## config.mk

```make
export PLATFORM = sky130hd
export DESIGN_NAME = pt_walker
export DESIGN_NICKNAME = d
export VERILOG_FILES = /design/src/rtl/pt_walker_pkg.sv /design/src/rtl/pt_va_canon.sv /design/src/rtl/pt_va_index.sv /design/src/rtl/pt_entry_eval.sv /design/src/rtl/pt_walker.sv
export SDC_FILE = /design/constraint.sdc
export NUM_CORES = 1
export LEC_CHECK = 0
export ABC_AREA = 1
export BUFFER_PORTS_ARGS = -buffer_cell sky130_fd_sc_hd__buf_2
export CAP_MARGIN = 10
export CELL_PAD_IN_SITES_DETAIL_PLACEMENT = 1
export CELL_PAD_IN_SITES_GLOBAL_PLACEMENT = 2
export CORE_MARGIN = 3
export CORE_UTILIZATION = 28
export CTS_BUF_LIST = sky130_fd_sc_hd__clkbuf_4
export CTS_CLUSTER_DIAMETER = 150
export DETAILED_ROUTE_END_ITERATION = 8
export GPL_TIMING_DRIVEN = 1
export PLACE_DENSITY_LB_ADDON = 0.1
export SYNTH_ARGS = -nofsm -noshare
export SYNTH_HDL_FRONTEND = slang
export SYNTH_SLANG_ARGS = --single-unit
```

## constraint.sdc

```tcl
create_clock -name clk -period 5.05 [get_ports clk]
set_input_delay 1.01 -clock clk [delete_from_list [all_inputs] [get_ports clk]]
set_output_delay 1.01 -clock clk [all_outputs]
set_load 0.02 [all_outputs]
```

## src/rtl/pt_walker_pkg.sv

```systemverilog
// Shared constants and types for the page table walker.
// Assumes 48-bit virtual and 52-bit physical addresses with 4KB base pages.
package pt_walker_pkg;
    localparam int VA_W    = 48;
    localparam int PA_W    = 52;
    localparam int ENTRY_W = 64;
    localparam int OFS_W   = 12;
    localparam int IDX_W   = 9;
    localparam int LEVELS  = 4;
    localparam int LVL_W   = $clog2(LEVELS);
    localparam int PFN_W   = PA_W - OFS_W;
    localparam int HI_W    = VA_W - OFS_W;
    localparam int TOP_W   = ENTRY_W - VA_W + 1;
    localparam int GIG_W   = OFS_W + 2 * IDX_W;
    localparam int MEG_W   = OFS_W + IDX_W;

    localparam int B_PRESENT = 0;
    localparam int B_WRITE   = 1;
    localparam int B_USER    = 2;
    localparam int B_LEAF    = 7;
    localparam int B_NOEXEC  = 63;

    typedef enum logic [1:0] {ST_IDLE, ST_ISSUE, ST_WAIT, ST_RESP} walk_state_e;
    typedef enum logic [1:0] {
        CAUSE_NONE = 2'd0, CAUSE_ABSENT = 2'd1, CAUSE_PERM = 2'd2, CAUSE_NONCANON = 2'd3
    } fault_cause_e;
    typedef enum logic [1:0] {PG_4K = 2'd0, PG_2M = 2'd1, PG_1G = 2'd2} page_size_e;
endpackage

```

## src/rtl/pt_va_canon.sv

```systemverilog
// Canonical-form check: the upper address bits must all copy bit 47.
// Assumes the caller passes bits 63..47 only.
module pt_va_canon
    import pt_walker_pkg::*;
(
    input  logic [TOP_W-1:0] va_top,
    output logic             va_ok
);
    // All ones or all zeros means a proper sign extension.
    always_comb va_ok = (&va_top) | ~(|va_top);
endmodule

```

## src/rtl/pt_va_index.sv

```systemverilog
// Selects the 9-bit table index for the current walk step.
// Assumes step 0 uses the most significant slice of bits 47..12.
module pt_va_index
    import pt_walker_pkg::*;
(
    input  logic [HI_W-1:0]  va_hi,
    input  logic [LVL_W-1:0] lvl,
    output logic [IDX_W-1:0] idx
);
    logic [IDX_W-1:0] slice [LEVELS];

    for (genvar g = 0; g < LEVELS; g++) begin : g_slice
        assign slice[g] = va_hi[HI_W-1-g*IDX_W -: IDX_W];
    end

    // Pick the slice of the active step.
    always_comb idx = slice[lvl];
endmodule

```

## src/rtl/pt_entry_eval.sv

```systemverilog
// Decodes one translation entry in the context of the walk so far:
// presence, leaf detection per step, combined permissions and the leaf address.
// Assumes acc_* carry the combined permissions of earlier steps.
module pt_entry_eval
    import pt_walker_pkg::*;
(
    input  logic [ENTRY_W-1:0] entry,
    input  logic [LVL_W-1:0]   lvl,
    input  logic [GIG_W-1:0]   va_lo,
    input  logic               acc_w,
    input  logic               acc_u,
    input  logic               acc_nx,
    input  logic               want_write,
    input  logic               want_user,
    output logic               present,
    output logic               perm_bad,
    output logic               is_leaf,
    output page_size_e         size,
    output logic               new_w,
    output logic               new_u,
    output logic               new_nx,
    output logic [PFN_W-1:0]   next_pfn,
    output logic [PA_W-1:0]    leaf_pa
);
    logic unused_entry_bits;
    assign unused_entry_bits = ^{entry[ENTRY_W-2:PA_W], entry[OFS_W-1:B_LEAF+1], entry[B_LEAF-1:B_USER+1]};

    // Fold this entry's permission bits into the running set.
    always_comb begin
        present  = entry[B_PRESENT];
        new_w    = acc_w & entry[B_WRITE];
        new_u    = acc_u & entry[B_USER];
        new_nx   = acc_nx | entry[B_NOEXEC];
        perm_bad = (want_write & ~new_w) | (want_user & ~new_u);
        next_pfn = entry[PA_W-1:OFS_W];
    end

    // Leaf decision, page size and physical address by step.
    always_comb begin
        is_leaf = 1'b0;
        size    = PG_4K;
        leaf_pa = {entry[PA_W-1:OFS_W], va_lo[OFS_W-1:0]};
        case (lvl)
            LVL_W'(1): if (entry[B_LEAF]) begin
                is_leaf = 1'b1;
                size    = PG_1G;
                leaf_pa = {entry[PA_W-1:GIG_W], va_lo};
            end
            LVL_W'(2): if (entry[B_LEAF]) begin
                is_leaf = 1'b1;
                size    = PG_2M;
                leaf_pa = {entry[PA_W-1:MEG_W], va_lo[MEG_W-1:0]};
            end
            LVL_W'(3): is_leaf = 1'b1;
            default:   is_leaf = 1'b0;
        endcase
    end
endmodule

```

## src/rtl/pt_walker.sv

```systemverilog
// Four-step translation walker. Accepts one request, checks its canonical
// form, reads one entry per step, stops on a leaf, an absent entry or a
// failed permission check, and reports the result with a one-cycle pulse.
// Assumes the memory answers each read exactly once with mem_rsp_valid.
module pt_walker
    import pt_walker_pkg::*;
(
    input  logic                clk,
    input  logic                rst_n,
    input  logic [PFN_W-1:0]    root_pfn,
    input  logic                req_valid,
    output logic                req_ready,
    input  logic [ENTRY_W-1:0]  req_vaddr,
    input  logic                req_write,
    input  logic                req_user,
    output logic                mem_rd_en,
    output logic [PA_W-1:0]     mem_rd_addr,
    input  logic                mem_rsp_valid,
    input  logic [ENTRY_W-1:0]  mem_rsp_data,
    output logic                done_valid,
    output logic [PA_W-1:0]     done_paddr,
    output logic [1:0]          done_size,
    output logic                done_writable,
    output logic                done_user,
    output logic                done_noexec,
    output logic                done_fault,
    output logic [1:0]          done_cause
);
    walk_state_e       state_q;
    logic [LVL_W-1:0]  lvl_q;
    logic [VA_W-1:0]   va_q;
    logic              wr_q, us_q;
    logic [PFN_W-1:0]  tbl_pfn_q;
    logic              acc_w_q, acc_u_q, acc_nx_q;
    logic [PA_W-1:0]   res_pa_q;
    page_size_e        res_sz_q;
    logic              res_w_q, res_u_q, res_nx_q, res_flt_q;
    fault_cause_e      res_cause_q;

    logic              va_ok;
    logic [IDX_W-1:0]  walk_idx;
    logic              ent_present, ent_perm_bad, ent_leaf;
    page_size_e        ent_size;
    logic              ent_w, ent_u, ent_nx;
    logic [PFN_W-1:0]  ent_next_pfn;
    logic [PA_W-1:0]   ent_leaf_pa;

    pt_va_canon u_canon (
        .va_top (req_vaddr[ENTRY_W-1:VA_W-1]),
        .va_ok  (va_ok)
    );

    pt_va_index u_index (
        .va_hi (va_q[VA_W-1:OFS_W]),
        .lvl   (lvl_q),
        .idx   (walk_idx)
    );

    pt_entry_eval u_eval (
        .entry      (mem_rsp_data),
        .lvl        (lvl_q),
        .va_lo      (va_q[GIG_W-1:0]),
        .acc_w      (acc_w_q),
        .acc_u      (acc_u_q),
        .acc_nx     (acc_nx_q),
        .want_write (wr_q),
        .want_user  (us_q),
        .present    (ent_present),
        .perm_bad   (ent_perm_bad),
        .is_leaf    (ent_leaf),
        .size       (ent_size),
        .new_w      (ent_w),
        .new_u      (ent_u),
        .new_nx     (ent_nx),
        .next_pfn   (ent_next_pfn),
        .leaf_pa    (ent_leaf_pa)
    );

    // Port outputs derived from the state and the result registers.
    always_comb begin
        req_ready     = (state_q == ST_IDLE);
        mem_rd_en     = (state_q == ST_ISSUE);
        mem_rd_addr   = {tbl_pfn_q, walk_idx, 3'b000};
        done_valid    = (state_q == ST_RESP);
        done_paddr    = res_pa_q;
        done_size     = res_sz_q;
        done_writable = res_w_q;
        done_user     = res_u_q;
        done_noexec   = res_nx_q;
        done_fault    = res_flt_q;
        done_cause    = res_cause_q;
    end

    // Walk sequencing and result capture.
    always_ff @(posedge clk) begin
        if (!rst_n) begin
            state_q     <= ST_IDLE;
            lvl_q       <= '0;
            va_q        <= '0;
            wr_q        <= 1'b0;
            us_q        <= 1'b0;
            tbl_pfn_q   <= '0;
            acc_w_q     <= 1'b0;
            acc_u_q     <= 1'b0;
            acc_nx_q    <= 1'b0;
            res_pa_q    <= '0;
            res_sz_q    <= PG_4K;
            res_w_q     <= 1'b0;
            res_u_q     <= 1'b0;
            res_nx_q    <= 1'b0;
            res_flt_q   <= 1'b0;
            res_cause_q <= CAUSE_NONE;
        end else begin
            case (state_q)
                ST_IDLE: if (req_valid) begin
                    va_q      <= req_vaddr[VA_W-1:0];
                    wr_q      <= req_write;
                    us_q      <= req_user;
                    tbl_pfn_q <= root_pfn;
                    lvl_q     <= '0;
                    acc_w_q   <= 1'b1;
                    acc_u_q   <= 1'b1;
                    acc_nx_q  <= 1'b0;
                    if (!va_ok) begin
                        res_pa_q    <= '0;
                        res_sz_q    <= PG_4K;
                        res_w_q     <= 1'b0;
                        res_u_q     <= 1'b0;
                        res_nx_q    <= 1'b0;
                        res_flt_q   <= 1'b1;
                        res_cause_q <= CAUSE_NONCANON;
                        state_q     <= ST_RESP;
                    end else begin
                        state_q <= ST_ISSUE;
                    end
                end
                ST_ISSUE: state_q <= ST_WAIT;
                ST_WAIT: if (mem_rsp_valid) begin
                    if (!ent_present || ent_perm_bad) begin
                        res_pa_q    <= '0;
                        res_sz_q    <= PG_4K;
                        res_w_q     <= 1'b0;
                        res_u_q     <= 1'b0;
                        res_nx_q    <= 1'b0;
                        res_flt_q   <= 1'b1;
                        res_cause_q <= ent_present ? CAUSE_PERM : CAUSE_ABSENT;
                        state_q     <= ST_RESP;
                    end else if (ent_leaf) begin
                        res_pa_q    <= ent_leaf_pa;
                        res_sz_q    <= ent_size;
                        res_w_q     <= ent_w;
                        res_u_q     <= ent_u;
                        res_nx_q    <= ent_nx;
                        res_flt_q   <= 1'b0;
                        res_cause_q <= CAUSE_NONE;
                        state_q     <= ST_RESP;
                    end else begin
                        tbl_pfn_q <= ent_next_pfn;
                        acc_w_q   <= ent_w;
                        acc_u_q   <= ent_u;
                        acc_nx_q  <= ent_nx;
                        lvl_q     <= lvl_q + LVL_W'(1);
                        state_q   <= ST_ISSUE;
                    end
                end
                default: state_q <= ST_IDLE;
            endcase
        end
    end

    a_r11_busy_after_accept: assert property (@(posedge clk) disable iff (!rst_n)
        (req_valid && req_ready) |=> !req_ready);

    a_r11_done_pulse: assert property (@(posedge clk) disable iff (!rst_n)
        done_valid |=> (!done_valid && req_ready));

    a_r2_noncanon_fast: assert property (@(posedge clk) disable iff (!rst_n)
        (req_valid && req_ready && !va_ok) |=>
            (done_valid && done_fault && done_cause == 2'd3 && !mem_rd_en));

    a_r12_single_issue: assert property (@(posedge clk) disable iff (!rst_n)
        mem_rd_en |=> !mem_rd_en);

    a_r12_addr_hold: assert property (@(posedge clk) disable iff (!rst_n)
        (mem_rd_en || (state_q == ST_WAIT && !mem_rsp_valid)) |=> $stable(mem_rd_addr));

    a_r10_fault_zero: assert property (@(posedge clk) disable iff (!rst_n)
        (done_valid && done_fault) |->
            (done_paddr == '0 && done_size == 2'd0 && !done_writable && !done_user && !done_noexec));

    a_r8_write_granted: assert property (@(posedge clk) disable iff (!rst_n)
        (done_valid && !done_fault && wr_q) |-> done_writable);

    a_r8_user_granted: assert property (@(posedge clk) disable iff (!rst_n)
        (done_valid && !done_fault && us_q) |-> done_user);
endmodule

```

-- After elaboration in Yosys (flattened, before gate mapping)
Cells that the tools add are included.
- memory bits (read-only): 0
- logic and storage cells: 132
- register bits: 157
- memories: 0
- bits in writable memories: 0
- input port bits: 174
- bits in latches: 0
- multipliers: 0
- mux-type cells: 80
- div/mod/pow operators: 0
- shift operators: 0
- reduce and logical (&&, ||, !) cells: 11
- order comparisons: 1
- bitwise logic cells: 11
- equal/unequal tests: 12
- add/sub/neg operators: 1
- operators with widths (operator ; number):
    $mux 52 ; 5
    $mux 40 ; 4
    $pmux 52 s2 ; 1
    $pmux 40 s2 ; 1
    $pmux 30 s2 ; 1
    $mux 2 ; 21
    $mux 30 ; 1
    $mux 1 ; 29
    $mux 21 ; 1
    $bmux 9 s2 ; 1
    $mux 9 ; 2
    $reduce_and 17->1 ; 1
    $reduce_or 17->1 ; 1
    $pmux 1 s2 ; 8
    $pmux 2 s2 ; 4
    $ne 2x2->1 const B ; 5
    $reduce_and 5->1 ; 2
    $eq 2x2->1 const B ; 4
    $pmux 2 s3 ; 1
    $and 1x1->1 ; 4
    $eq 2x1->1 const B ; 2
    $reduce_and 2->1 ; 2
    $ge 3x3->1 const B ; 1
    $ne 3x3->1 const B ; 1
    other kinds (9) ; 13

-- Longest topological paths before layout
Gate-level depths: netlist of run 1.
- word-level depth: 8
- mapped depth: 13
- gate-level depth less buffers: 10

-- Hierarchy
Synthesis of run 1 repeated with hierarchy kept, for this count alone.
- cell total of the unflattened synthesis: 1441
- area total of the unflattened synthesis: 8674.6 µm²
- by module, submodules not included (module ; cells each ; area an instance (µm²) ; instances ; seq. area each (µm²)):
    pt_walker ; 1097 ; 6931.6 ; 1 ; 3143.0
    pt_entry_eval ; 212 ; 1138.6 ; 1 ; 0.0
    pt_va_index ; 105 ; 491.7 ; 1 ; 0.0
    pt_va_canon ; 27 ; 112.6 ; 1 ; 0.0

-- Worst setup path after synthesis of run 1
Ideal clock, no wire load.
- path kind: reg-to-output
- from: reg lvl_q[0]
- to: out mem_rd_addr[11]
- arrival: 1.440 ns
- path buffers: 2
- cell stages (with the launch flop): 6
- data required time: 4.040 ns
- slack: 2.600 ns
- cell sequence: dfxtp_1 -> clkbuf_1 -> inv_1 -> clkbuf_1 -> o21ai_0 -> o21ai_0
- cells in the longest elaborated chain, start to end: 4
- ends and longest elaborated chain (what ; RTL line ; source):
    start: declaration ; pt_walker.sv:30 ; logic [LVL_W-1:0] lvl_q;
    start signal: assignment ; pt_walker.sv:162 ; lvl_q <= lvl_q + LVL_W'(1);
    $not 2->3 (not written as such) ; pt_va_index.sv:17 ; always_comb idx = slice[lvl];
    $bmux 9 s2 ; pt_va_index.sv:17 ;
    $mux 9 (not written as such) (2 in series) ; pt_va_index.sv:17 ;
    end: declaration ; pt_walker.sv:17 ; output logic [PA_W-1:0] mem_rd_addr,
No other way between the ends. The select of a mux whose other input is x is not followed.

-- Worst setup path in the final report of run 1
- from: reg lvl_q[0]
- to: out mem_rd_addr[5]
Same word-level chain as after synthesis.

==> summary.md, run 1 <==
| Metric | Value |
|---|---|
| Crit Path Max Fanout | `31` |
| Root buffer cell | `clkbuf_4` |
| CTS tree | `built` |
| Die height | `roughly 170 um` |
| Post-synth EDFFs | `0` |
| Overflow after GRT | `0` |
| Synth top area share | `roughly 43%` |
| TritonCTS sink count | `157` |
| Critical Path RT | `4040 ps` |
| IO Count | `289` |
| CP Buf/Inv Count | `2` |
| DR iter-0 viols | `433` |
| Resize count post-CTS | `0` |
| Fmax | `~280 MHz` |
| Setup crit start kind | `flip-flop` |
| FILL cells | `between 3k and 4k` |
| Crit-path cells | `inv_1 > a21oi_1 > o21ai_0 > o21ai_0 > buf_2` |
| Post-CTS setup buffers | `0` |
| Setup Skew | `34.1 ps` |
| Routed wire length per instance | `16.7 um` |
| Slew Viols, Final | `0` |
| Critical Path Slowest Stage Cell | `dfxtp_1` |
| Ys async rst share | `0%` |
| Hold-fix buffers at CTS | `0` |
| Vias per cell | `4.71` |
| Hold crit path type | `flip-flop to flip-flop` |
| DR DRC count | `0` |
| Non-filler cells, final | `1,672` |
| Vias in the first global route | `7,839` |
| Pwr dens | `between 400 and 500 nW/um2` |
| Setup Crit Path Kind | `flip-flop to primary output` |
| Nets | `around 1.5k` |
| Dpl hpwl | `19.4 mm` |
| Synth Instances | `1,117` |
| Highest cell delay on the worst timing path | `670 ps` |
| #FFs+latches synth | `157` |
| Post-Synthesis Cell Area | `7350 um2` |
| H-Tree Depth | `4` |
| Arr. time, crit path | `about 2600 ps` |
| GPL Wtd Cong | `0.803` |
| Commonest non-fill, non-tap cells in the layout | `nand2_1, buf_2, nor2_1` |
| Antenna violations before repair | `4` |
| Die W | `~170 um` |
| DRT antenna net count | `0` |
| Least-Margin Pin Slew | `1110 ps` |
| Final worst-path cycle share | `71.5%` |
| Synth cell types | `28` |
| DRT Pass-1 Iters | `4` |
| Post-synth top area cell | `dfxtp_1` |
| RSZ-0062 raised after global routing | `no` |
| Slew headroom | `roughly a quarter` |
| Warnings from Yosys | `0` |
| Final WL | `28.0 mm` |
| Port bufs | `266` |
| Sequential area share after synthesis | `between 40 and 50%` |
| Worst vdd ir | `149 uV` |
| Clk buf depth | `2` |
| Most common cell after layout, fill and taps aside | `nand2_1` |
| Endpoints failing setup | `0` |
| WHS | `472 ps` |
| Crit. End Element | `primary output` |
| Area Growth Syn to Fin | `24.0%` |
| Synth Flop Type | `dfxtp_1` |
| DIE AREA | `roughly 28,000 um2` |
| Crit path top cell by count | `o21ai_0` |
| CP top delay family | `buffers and inverters` |
| Core Region | `25,500 um2` |
| Clk_lat worst skew | `570 ps` |
| Initial Util | `between 20 and 30%` |
| LEAKAGE | `4.49 nW` |
| Share of layout cells above drive strength 1 | `between 20% and 30%` |
| Largest net degree at the start of global routing | `114` |
| CTS buffer count | `17` |
| Outcome | `completed` |
| Final Hold Viols | `0` |
| Row cnt | `between 50 and 60` |
| Period minus WS final | `around 3600 ps` |
| Global-route usage over all layers | `19.3%` |
| Clk slew on worst S/H paths | `150 ps` |
| TNS Setup | `0 ps` |
| Synth top area cells | `dfxtp_1, nand2_1, nor2_1, a21oi_1, o21ai_0` |
| Max cap viols | `0` |
| Via Count | `just under 8k` |
| Global-route wire length before repair | `43.7 mm` |
| DP Cell Count | `about 1.6k` |
| Syn Area/Cell | `between 6 and 7 um2` |
==> cells in the mapped netlist (3+ instances only) <==
library cell / number
nand2_1: 296
nor2_1: 187
dfxtp_1: 157
a21oi_1: 120
o21ai_0: 92
nand3_1: 80
clkbuf_1: 46
inv_1: 46
buf_2: 26
a211oi_1: 9
o22ai_1: 9
o21ai_1: 8
buf_1: 6
inv_2: 6
buf_4: 5
ha_1: 4
nand3_2: 3
nor2_2: 3
==> flip-flops by register name, indices dropped and copies added, names as in the netlist <==
| name | count |
|---|---|
| acc_nx_q | 1 |
| acc_u_q | 1 |
| acc_w_q | 1 |
| done_cause | 2 |
| done_fault | 1 |
| done_noexec | 1 |
| done_paddr | 52 |
| done_size | 2 |
| done_user | 1 |
| done_writable | 1 |
| lvl_q | 2 |
| state_q | 2 |
| tbl_pfn_q | 40 |
| us_q | 1 |
| va_q | 48 |
| wr_q | 1 |
==> worst paths after layout <==
path | to | cells past startpoint | start | slack, ps
setup / recovery | mem_rd_addr[5] | 5 | lvl_q[0] | 1440
setup reg to reg | done_paddr[28] | 11 | lvl_q[0] | 1560
hold reg to reg | tbl_pfn_q[9] | 2 | tbl_pfn_q[9] | 470
hold / removal | tbl_pfn_q[9] | 2 | tbl_pfn_q[9] | 470
==> kinds of logic after synthesis <==
family	Yosys count	synth area share [%]
and+or+nand+nor	578	31.8
AOI/OAI and AO/OA	239	16.9
DFF	157	42.8
buffers and inverters	138	7.85
adders and majority gates	4	0.681
other	1	0.0510
==> worst register-to-register path: stages, from the launching register on <==
cell and delay (ps):
dfxtp_1 670, inv_1 540, ha_1 570, nand2_2 260, a21oi_4 270, nor3_4 80
nor2_4 120, buf_12 400, nand2_2 220, nand2_1 130, nand2_1 50, nor2_1 110
==> routing by layer <==
metal	share of wire [%]	track usage, %	vias up
met4	1.1	3.84	4
met3	5.6	4.32	18
met5	0.12	0	-
met2	47	33.2	167
met1	46	25.1	3674
li1	-	-	4016
==> layout make-up <==
class | instances | area (um2) | share of cell area, %
multi-input cells | 824 | 3660 | 40.2
inverters | 54 | 203 | 2.22
clock inverters | 14 | 154 | 1.69
flip-flops and latches | 157 | 3140 | 34.5
diodes | 2 | 5.00 | 0.0549
repair buffers | 274 | 1410 | 15.4
well taps | 330 | 413 | 4.53
clock buffers | 17 | 128 | 1.40
==> report_power, final <==
group / switching (mW) / internal [mW] / total, mW
registers: 0.109 / 1.46 / 1.57
logic: 0.960 / 0.445 / 1.41
clock network: 0.543 / 0.265 / 0.809
total: 1.61 / 2.17 / 3.78
==> per-stage QoR <==
| step | area, um2 | worst slack, ps | utilization (%) | power (mW) |
|---|---|---|---|---|
| 6_report | 9110 | 1440 | 35.8 | 3.78 |
| 5_1_grt | 9110 | 1160 | 35.8 | 4.08 |
| 4_1_cts | 9110 | 1320 | 35.8 | 3.85 |
| 3_5_place_dp | 8830 | 1530 | 34.7 | 3.02 |
| 3_3_place_gp | 8830 | 1540 | 34.7 | 3.01 |
| 2_1_floorplan | 7360 | 2600 | - | 2.55 |
Note: power is estimated with default switching activity, not from simulation.
==> run 2, diff against run 1 <==
--- a/config.mk
+++ b/config.mk
@@ -11,7 +11,7 @@
 export CELL_PAD_IN_SITES_DETAIL_PLACEMENT = 1
 export CELL_PAD_IN_SITES_GLOBAL_PLACEMENT = 2
 export CORE_MARGIN = 3
-export CORE_UTILIZATION = 28
+export CORE_UTILIZATION = 23
 export CTS_BUF_LIST = sky130_fd_sc_hd__clkbuf_4
 export CTS_CLUSTER_DIAMETER = 150
 export DETAILED_ROUTE_END_ITERATION = 8
==> constraint.sdc (replaced) <==
create_clock -name clk -period 3.05 [get_ports clk]
set_input_delay 0.61 -clock clk [delete_from_list [all_inputs] [get_ports clk]]
set_output_delay 0.61 -clock clk [all_outputs]
set_load 0.02 [all_outputs]
==> run 2 against run 1 <==
Clock skew about the same. Register-to-register slack got worse by 1000 ps. Global-route usage decreased by 2.1 points. Via count decreased by 0.11%. Count of clock-buffer cells in the layout increased by 4. First-iteration DRC count decreased by 18%. Critical path depth increased by 1. Die area increased by 21%. Sequential power increased by 65%. Combinational power increased by 70%. Utilization decreased by 5.6 points. Power increased by 71%. Largest cell class unchanged.
==> summary.md, run 2 (same netlist as run 1, synthesis figures left out) <==
| Metric | Value |
|---|---|
| LEAKAGE | `4.57 nW (+2.0%)` |
| H-Tree Depth | `4 (unchanged)` |
| Initial Util | `23.7% (-5.2 points)` |
| Overflow after GRT | `0 (unchanged)` |
| Final Hold Viols | `0 (unchanged)` |
| Place WS | `555 ps (-976 ps)` |
| CTS buffer count | `17 (unchanged)` |
| DP Cell Count | `1,716 (+4.7%)` |
| Combined area of the multi-input logic cells | `3660 um2 (unchanged)` |
| Setup Skew | `34.6 ps (+0.493 ps)` |
| Post-DP Area | `9040 um2 (+2.4%)` |
| Arr. time, crit path | `1970 ps (-630 ps)` |
| Post-CTS setup buffers | `0 (unchanged)` |
| Design area | `9380 um2 (+2.9%)` |
| Commonest non-fill, non-tap cells in the layout | `nand2_1, buf_2, nor2_1` |
| Non-filler cells, final | `1,751 (+4.7%)` |
| CTS tree | `built` |
| Max reg flops | `52 (unchanged)` |
| DRT antenna net count | `0 (unchanged)` |
| FILL cells | `4,005 (+20%)` |
| Resize count post-CTS | `0 (unchanged)` |
| Via Count | `7,870 (-0.11%)` |
| Row cnt | `64 (+10%)` |
| Hold crit path type | `primary input to flip-flop` |
| Final worst slack | `470 ps (-967 ps)` |
| Least-Margin Pin Slew | `792 ps (-318 ps)` |
| DIE AREA | `34,100 um2 (+21%)` |
| Reg area | `3140 um2 (unchanged)` |
| Outcome | `completed` |
| Final worst-path cycle share | `84.6%` |
| Die height | `185 um (+10%)` |
| Largest net degree at the start of global routing | `55 (-52%)` |
| Pwr dens | `690 nW/um2 (+66%)` |
| Core Region | `31,100 um2 (+22%)` |
| Endpoints failing setup | `0 (unchanged)` |
| Slew headroom | `47.1% (+21 points)` |
| Die W | `185 um (+10%)` |
| RSZ-0062 raised after global routing | `no` |
| Vias per cell | `4.49 (-4.6%)` |
| Hold-fix buffers at CTS | `0 (unchanged)` |
| Clk buf depth | `2 (unchanged)` |
| Root buffer cell | `clkbuf_4` |
| Port bufs | `266 (unchanged)` |
| Global-route usage over all layers | `17.2% (-2.1 points)` |
| Clk slew on worst S/H paths | `160 ps (about the same)` |
| TNS Setup | `0 ps (unchanged)` |
| Clk_lat worst skew | `580 ps (about the same)` |
| Dpl hpwl | `21.8 mm (+12%)` |
| Final WL | `30.1 mm (+7.7%)` |
| Area Growth Syn to Fin | `27.5%` |
| Max cap viols | `0 (unchanged)` |
| Fmax | `388 MHz` |
| Global-route wire length before repair | `45.6 mm (+4.4%)` |
| Routed wire length per instance | `17.2 um (+2.8%)` |
| Crit Path Max Fanout | `19 (-39%)` |
| Worst vdd ir | `224 uV (+51%)` |
| Most common cell after layout, fill and taps aside | `nand2_1` |
| Setup Crit Path Kind | `flip-flop to primary output` |
| Critical Path RT | `2440 ps (-1600 ps)` |
| Slew Viols, Final | `0 (unchanged)` |
| GPL Wtd Cong | `0.764 (-4.8%)` |
| DR iter-0 viols | `355 (-18%)` |
| TritonCTS sink count | `157 (unchanged)` |
| Vias in the first global route | `7,975 (+1.7%)` |
| Nets | `1,517 (+0.73%)` |
| DR DRC count | `0 (unchanged)` |
| Period minus WS final | `~2600 ps` |
| IO Count | `289 (unchanged)` |
| Final Util | `30.2% (-5.6 points)` |
| Share of layout cells above drive strength 1 | `24.7% (+0.54 points)` |
| Setup crit start kind | `flip-flop` |
| Crit. End Element | `primary output` |
| DRT Pass-1 Iters | `4 (unchanged)` |
| Antenna violations before repair | `6 (+2)` |
## run 2: changes by cell type in the layout (fill, tap and decap cells not counted), moves of 2 or more
cell	delta
inv_6	-5
buf_12	+4
clkbuf_4	+4
buf_4	+7
bufinv_16	+3
diode_2	+2
inv_8	-3
## run 2: final cells by class
| type | instances | area share, % |
|---|---|---|
| Antenna cell | 4 | 0.107 |
| Clock buffer | 21 | 1.68 |
| Clock inverter | 10 | 1.76 |
| Inverter | 54 | 2.16 |
| Multi-Input combinational cell | 824 | 39.1 |
| Sequential cell | 157 | 33.5 |
| Tap cell | 396 | 5.28 |
| Timing Repair Buffer | 285 | 16.4 |
## run 2: power by group
group          switching (mW)  internal (mW)
Combinational            1.62          0.769
Sequential              0.180           2.41
Clock                   0.797          0.686
## run 2: layer usage
layer,vias to the layer above,wire [um],track usage [%]
li1,4035,-,-
met1,3653,14000,22.4
met2,160,14200,29.3
met3,18,1570,4.05
met4,4,289,3.66
met5,-,24,0
## run 2: path summary, 6_finish.rpt
check / from / endpoint / slack (ps) / cells past startpoint
max: lvl_q[1] / mem_rd_addr[3] / 470 / 6
min: req_vaddr[38] / va_q[38] / 240 / 3
max reg2reg: lvl_q[1] / done_paddr[28] / 560 / 11
min reg2reg: tbl_pfn_q[32] / tbl_pfn_q[32] / 470 / 2
## run 2: critical path, stage by stage (launching register included)
cell	delay (ps)
dfxtp_1	420
clkinv_1	110
buf_4	210
a21oi_1	210
o21ai_0	130
o21ai_0	120
buf_2	210
## run 2: stage by stage
stage	power, mW	hold slack [ps]
floorplan	4.21	445
global placement	5.07	449
detailed placement	5.09	452
CTS	6.63	183
global route	7.01	195
finish	6.47	242
==> run 3, diff against run 2 <==
--- a/config.mk
+++ b/config.mk
@@ -11,7 +11,7 @@
 export CELL_PAD_IN_SITES_DETAIL_PLACEMENT = 1
 export CELL_PAD_IN_SITES_GLOBAL_PLACEMENT = 2
 export CORE_MARGIN = 3
-export CORE_UTILIZATION = 23
+export CORE_UTILIZATION = 26
 export CTS_BUF_LIST = sky130_fd_sc_hd__clkbuf_4
 export CTS_CLUSTER_DIAMETER = 150
 export DETAILED_ROUTE_END_ITERATION = 8
==> constraint.sdc (replaced) <==
create_clock -name clk -period 2.5 [get_ports clk]
set_input_delay 0.5 -clock clk [delete_from_list [all_inputs] [get_ports clk]]
set_output_delay 0.5 -clock clk [all_outputs]
set_load 0.02 [all_outputs]
==> run 3 against run 2 <==
Non-clock buffer count increased by 4. Combinational power increased by 23%. Sequential share of layout area about the same. Count of clock-buffer cells in the layout decreased by 3. Critical endpoint is now mem_rd_addr[7]. Sequential power increased by 22%. Flip-flop and latch count unchanged. Routed wire length decreased by 6.0%. Die area decreased by 11%. Highest routed layer unchanged. Final cell count decreased by 1.2%. Hold slack got worse by 93 ps. Power increased by 22%. First-iteration DRC count increased by 21%.
==> summary.md, run 3 (same netlist as run 1, synthesis figures left out) <==
| Metric | Value |
|---|---|
| FILL cells | `3,595 (-10%)` |
| CTS tree | `built` |
| Row cnt | `60 (-6.3%)` |
| Overflow after GRT | `0 (unchanged)` |
| Met1 Use GR | `23.8% (+1.4 points)` |
| Setup crit start kind | `flip-flop` |
| Root buffer cell | `clkbuf_4` |
| Die W | `174 um (-5.8%)` |
| Design area | `9390 um2 (+0.15%)` |
| H-Tree Depth | `4 (unchanged)` |
| Outcome | `completed` |
| Port bufs | `266 (unchanged)` |
| Share of layout cells above drive strength 1 | `25.3% (+0.57 points)` |
| DR iter-0 viols | `431 (+21%)` |
| WHS | `149 ps (-92.9 ps)` |
| Via Count | `7,904 (+0.43%)` |
| Final Util | `34.3% (+4.1 points)` |
| Dpl hpwl | `20.3 mm (-6.6%)` |
| Clk_lat worst skew | `560 ps (-20 ps)` |
| Antenna violations before repair | `3 (-3)` |
| Critical Path RT | `2000 ps (-440 ps)` |
| Setup Skew | `21.6 ps (-13.0 ps)` |
| Max reg flops | `52 (unchanged)` |
| TritonCTS sink count | `157 (unchanged)` |
| Post-DP Area | `9050 um2 (+0.14%)` |
| Area Growth Syn to Fin | `27.7%` |
| Post-CTS setup buffers | `0 (unchanged)` |
| Hold crit path type | `primary input to flip-flop` |
| Max cap viols | `0 (unchanged)` |
| Top Usage Layer GRT | `met2` |
| Crit Path Max Fanout | `19 (unchanged)` |
| Most common cell after layout, fill and taps aside | `nand2_1` |
| Endpoints failing setup | `0 (unchanged)` |
| GR Util met2 | `30.6% (+1.4 points)` |
| Hold-fix buffers at CTS | `0 (unchanged)` |
| Final worst-path cycle share | `95.9%` |
| Commonest non-fill, non-tap cells in the layout | `nand2_1, buf_2, nor2_1` |
| Worst vdd ir | `234 uV (+4.1%)` |
| DRT antenna net count | `0 (unchanged)` |
| Largest net degree at the start of global routing | `70 (+27%)` |
| Clk slew on worst S/H paths | `160 ps (about the same)` |
| Crit. End Element | `primary output` |
| Core Region | `27,400 um2 (-12%)` |
| Final WL | `28.3 mm (-6.0%)` |
| Slew Viols, Final | `0 (unchanged)` |
| Arr. time, crit path | `1900 ps (-70 ps)` |
| Vias per cell | `4.57 (+1.7%)` |
| Setup Crit Path Kind | `flip-flop to primary output` |
| Global-route wire length before repair | `43.7 mm (-4.0%)` |
| Final Hold Viols | `0 (unchanged)` |
| Die height | `174 um (-5.8%)` |
| DIE AREA | `30,300 um2 (-11%)` |
| LEAKAGE | `4.60 nW (+0.46%)` |
| Final worst slack | `102 ps (-368 ps)` |
| DR DRC count | `0 (unchanged)` |
| Least-Margin Pin Slew | `991 ps (+199 ps)` |
| Global-route usage over all layers | `18.2% (+0.92 points)` |
| Place WS | `296 ps (-259 ps)` |
| DRT Pass-1 Iters | `4 (unchanged)` |
| Period minus WS final | `2400 ps` |
| Nets | `1,521 (+0.26%)` |
| GPL Wtd Cong | `0.768 (+0.47%)` |
| Routed wire length per instance | `16.4 um (-4.9%)` |
| Initial Util | `26.8% (+3.2 points)` |
| CTS buffer count | `17 (unchanged)` |
| GRT met3 Usage | `4.13% (+0.083 points)` |
| Clk buf depth | `2 (unchanged)` |
| IO Count | `289 (unchanged)` |
| Pwr dens | `837 nW/um2 (+21%)` |
| Vias in the first global route | `7,744 (-2.9%)` |
| Fmax | `417 MHz` |
| Slew headroom | `33.9% (-13 points)` |
| TNS Setup | `0 ps (unchanged)` |
| RSZ-0062 raised after global routing | `no` |
run 3: cell types whose count changed in the layout (fill, tap and decap cells not counted), sizes merged:
| cell | previous run | this run |
|---|---|---|
| inv | 53 | 58 |
| clkinvlp | 2 | 1 |
| clkinv | 5 | 6 |
| clkbuf | 21 | 18 |
| bufinv | 4 | 3 |
| diode | 4 | 2 |
| buf | 285 | 289 |
run 3: layer usage:
layer | vias up | share of wire, %
li1 | 4054 | -
met1 | 3687 | 48
met2 | 144 | 47
met3 | 15 | 4.6
met4 | 4 | 0.64
met5 | - | 0.12
run 3: what timing repair did:
item / in CTS / in global routing
gates resized for setup: 0 / 5
endpoints found under the hold margin: 0 / 0
setup endpoints to repair: 0 / 6
run 3: worst max-delay path: stages (launching register included):
cell and delay, ps:
dfxtp_2 390, clkinv_1 90, buf_4 210, a21oi_1 240
o21ai_0 130, o21ai_0 100, buf_2 190
run 3: cell type report:
type | count | area, um2 | area share (%)
Tap cell | 372 | 465 | 4.96
Sequential cell | 157 | 3140 | 33.5
Clock inverter | 14 | 181 | 1.93
Timing Repair Buffer | 289 | 1580 | 16.8
Clock buffer | 18 | 135 | 1.44
Inverter | 54 | 203 | 2.16
Antenna cell | 2 | 5.00 | 0.0533
Multi-Input combinational cell | 824 | 3670 | 39.1
run 3: per-stage QoR:
step / cells / total power, mW
2_1_floorplan: 1119 / 5.14
3_3_place_gp: 1696 / 6.19
3_5_place_dp: 1696 / 6.21
4_1_cts: 1728 / 8.05
5_1_grt: 1729 / 8.49
6_report: 1730 / 7.86
run 3: path summary, 6_finish.rpt:
| path | depth (start not counted) | to | slack [ps] | startpoint |
|---|---|---|---|---|
| max | 6 | mem_rd_addr[7] | 100 | lvl_q[1] |
| min | 3 | va_q[5] | 150 | req_vaddr[5] |
| min reg2reg | 2 | tbl_pfn_q[15] | 470 | tbl_pfn_q[15] |
| max reg2reg | 9 | tbl_pfn_q[26] | 330 | lvl_q[1] |
run 3: where the power goes:
part	switching, mW	internal, mW	total [mW]
Sequential	0.215	2.94	3.16
Combinational	1.96	0.976	2.94
Clock	1.04	0.730	1.77
Total	3.21	4.65	7.86
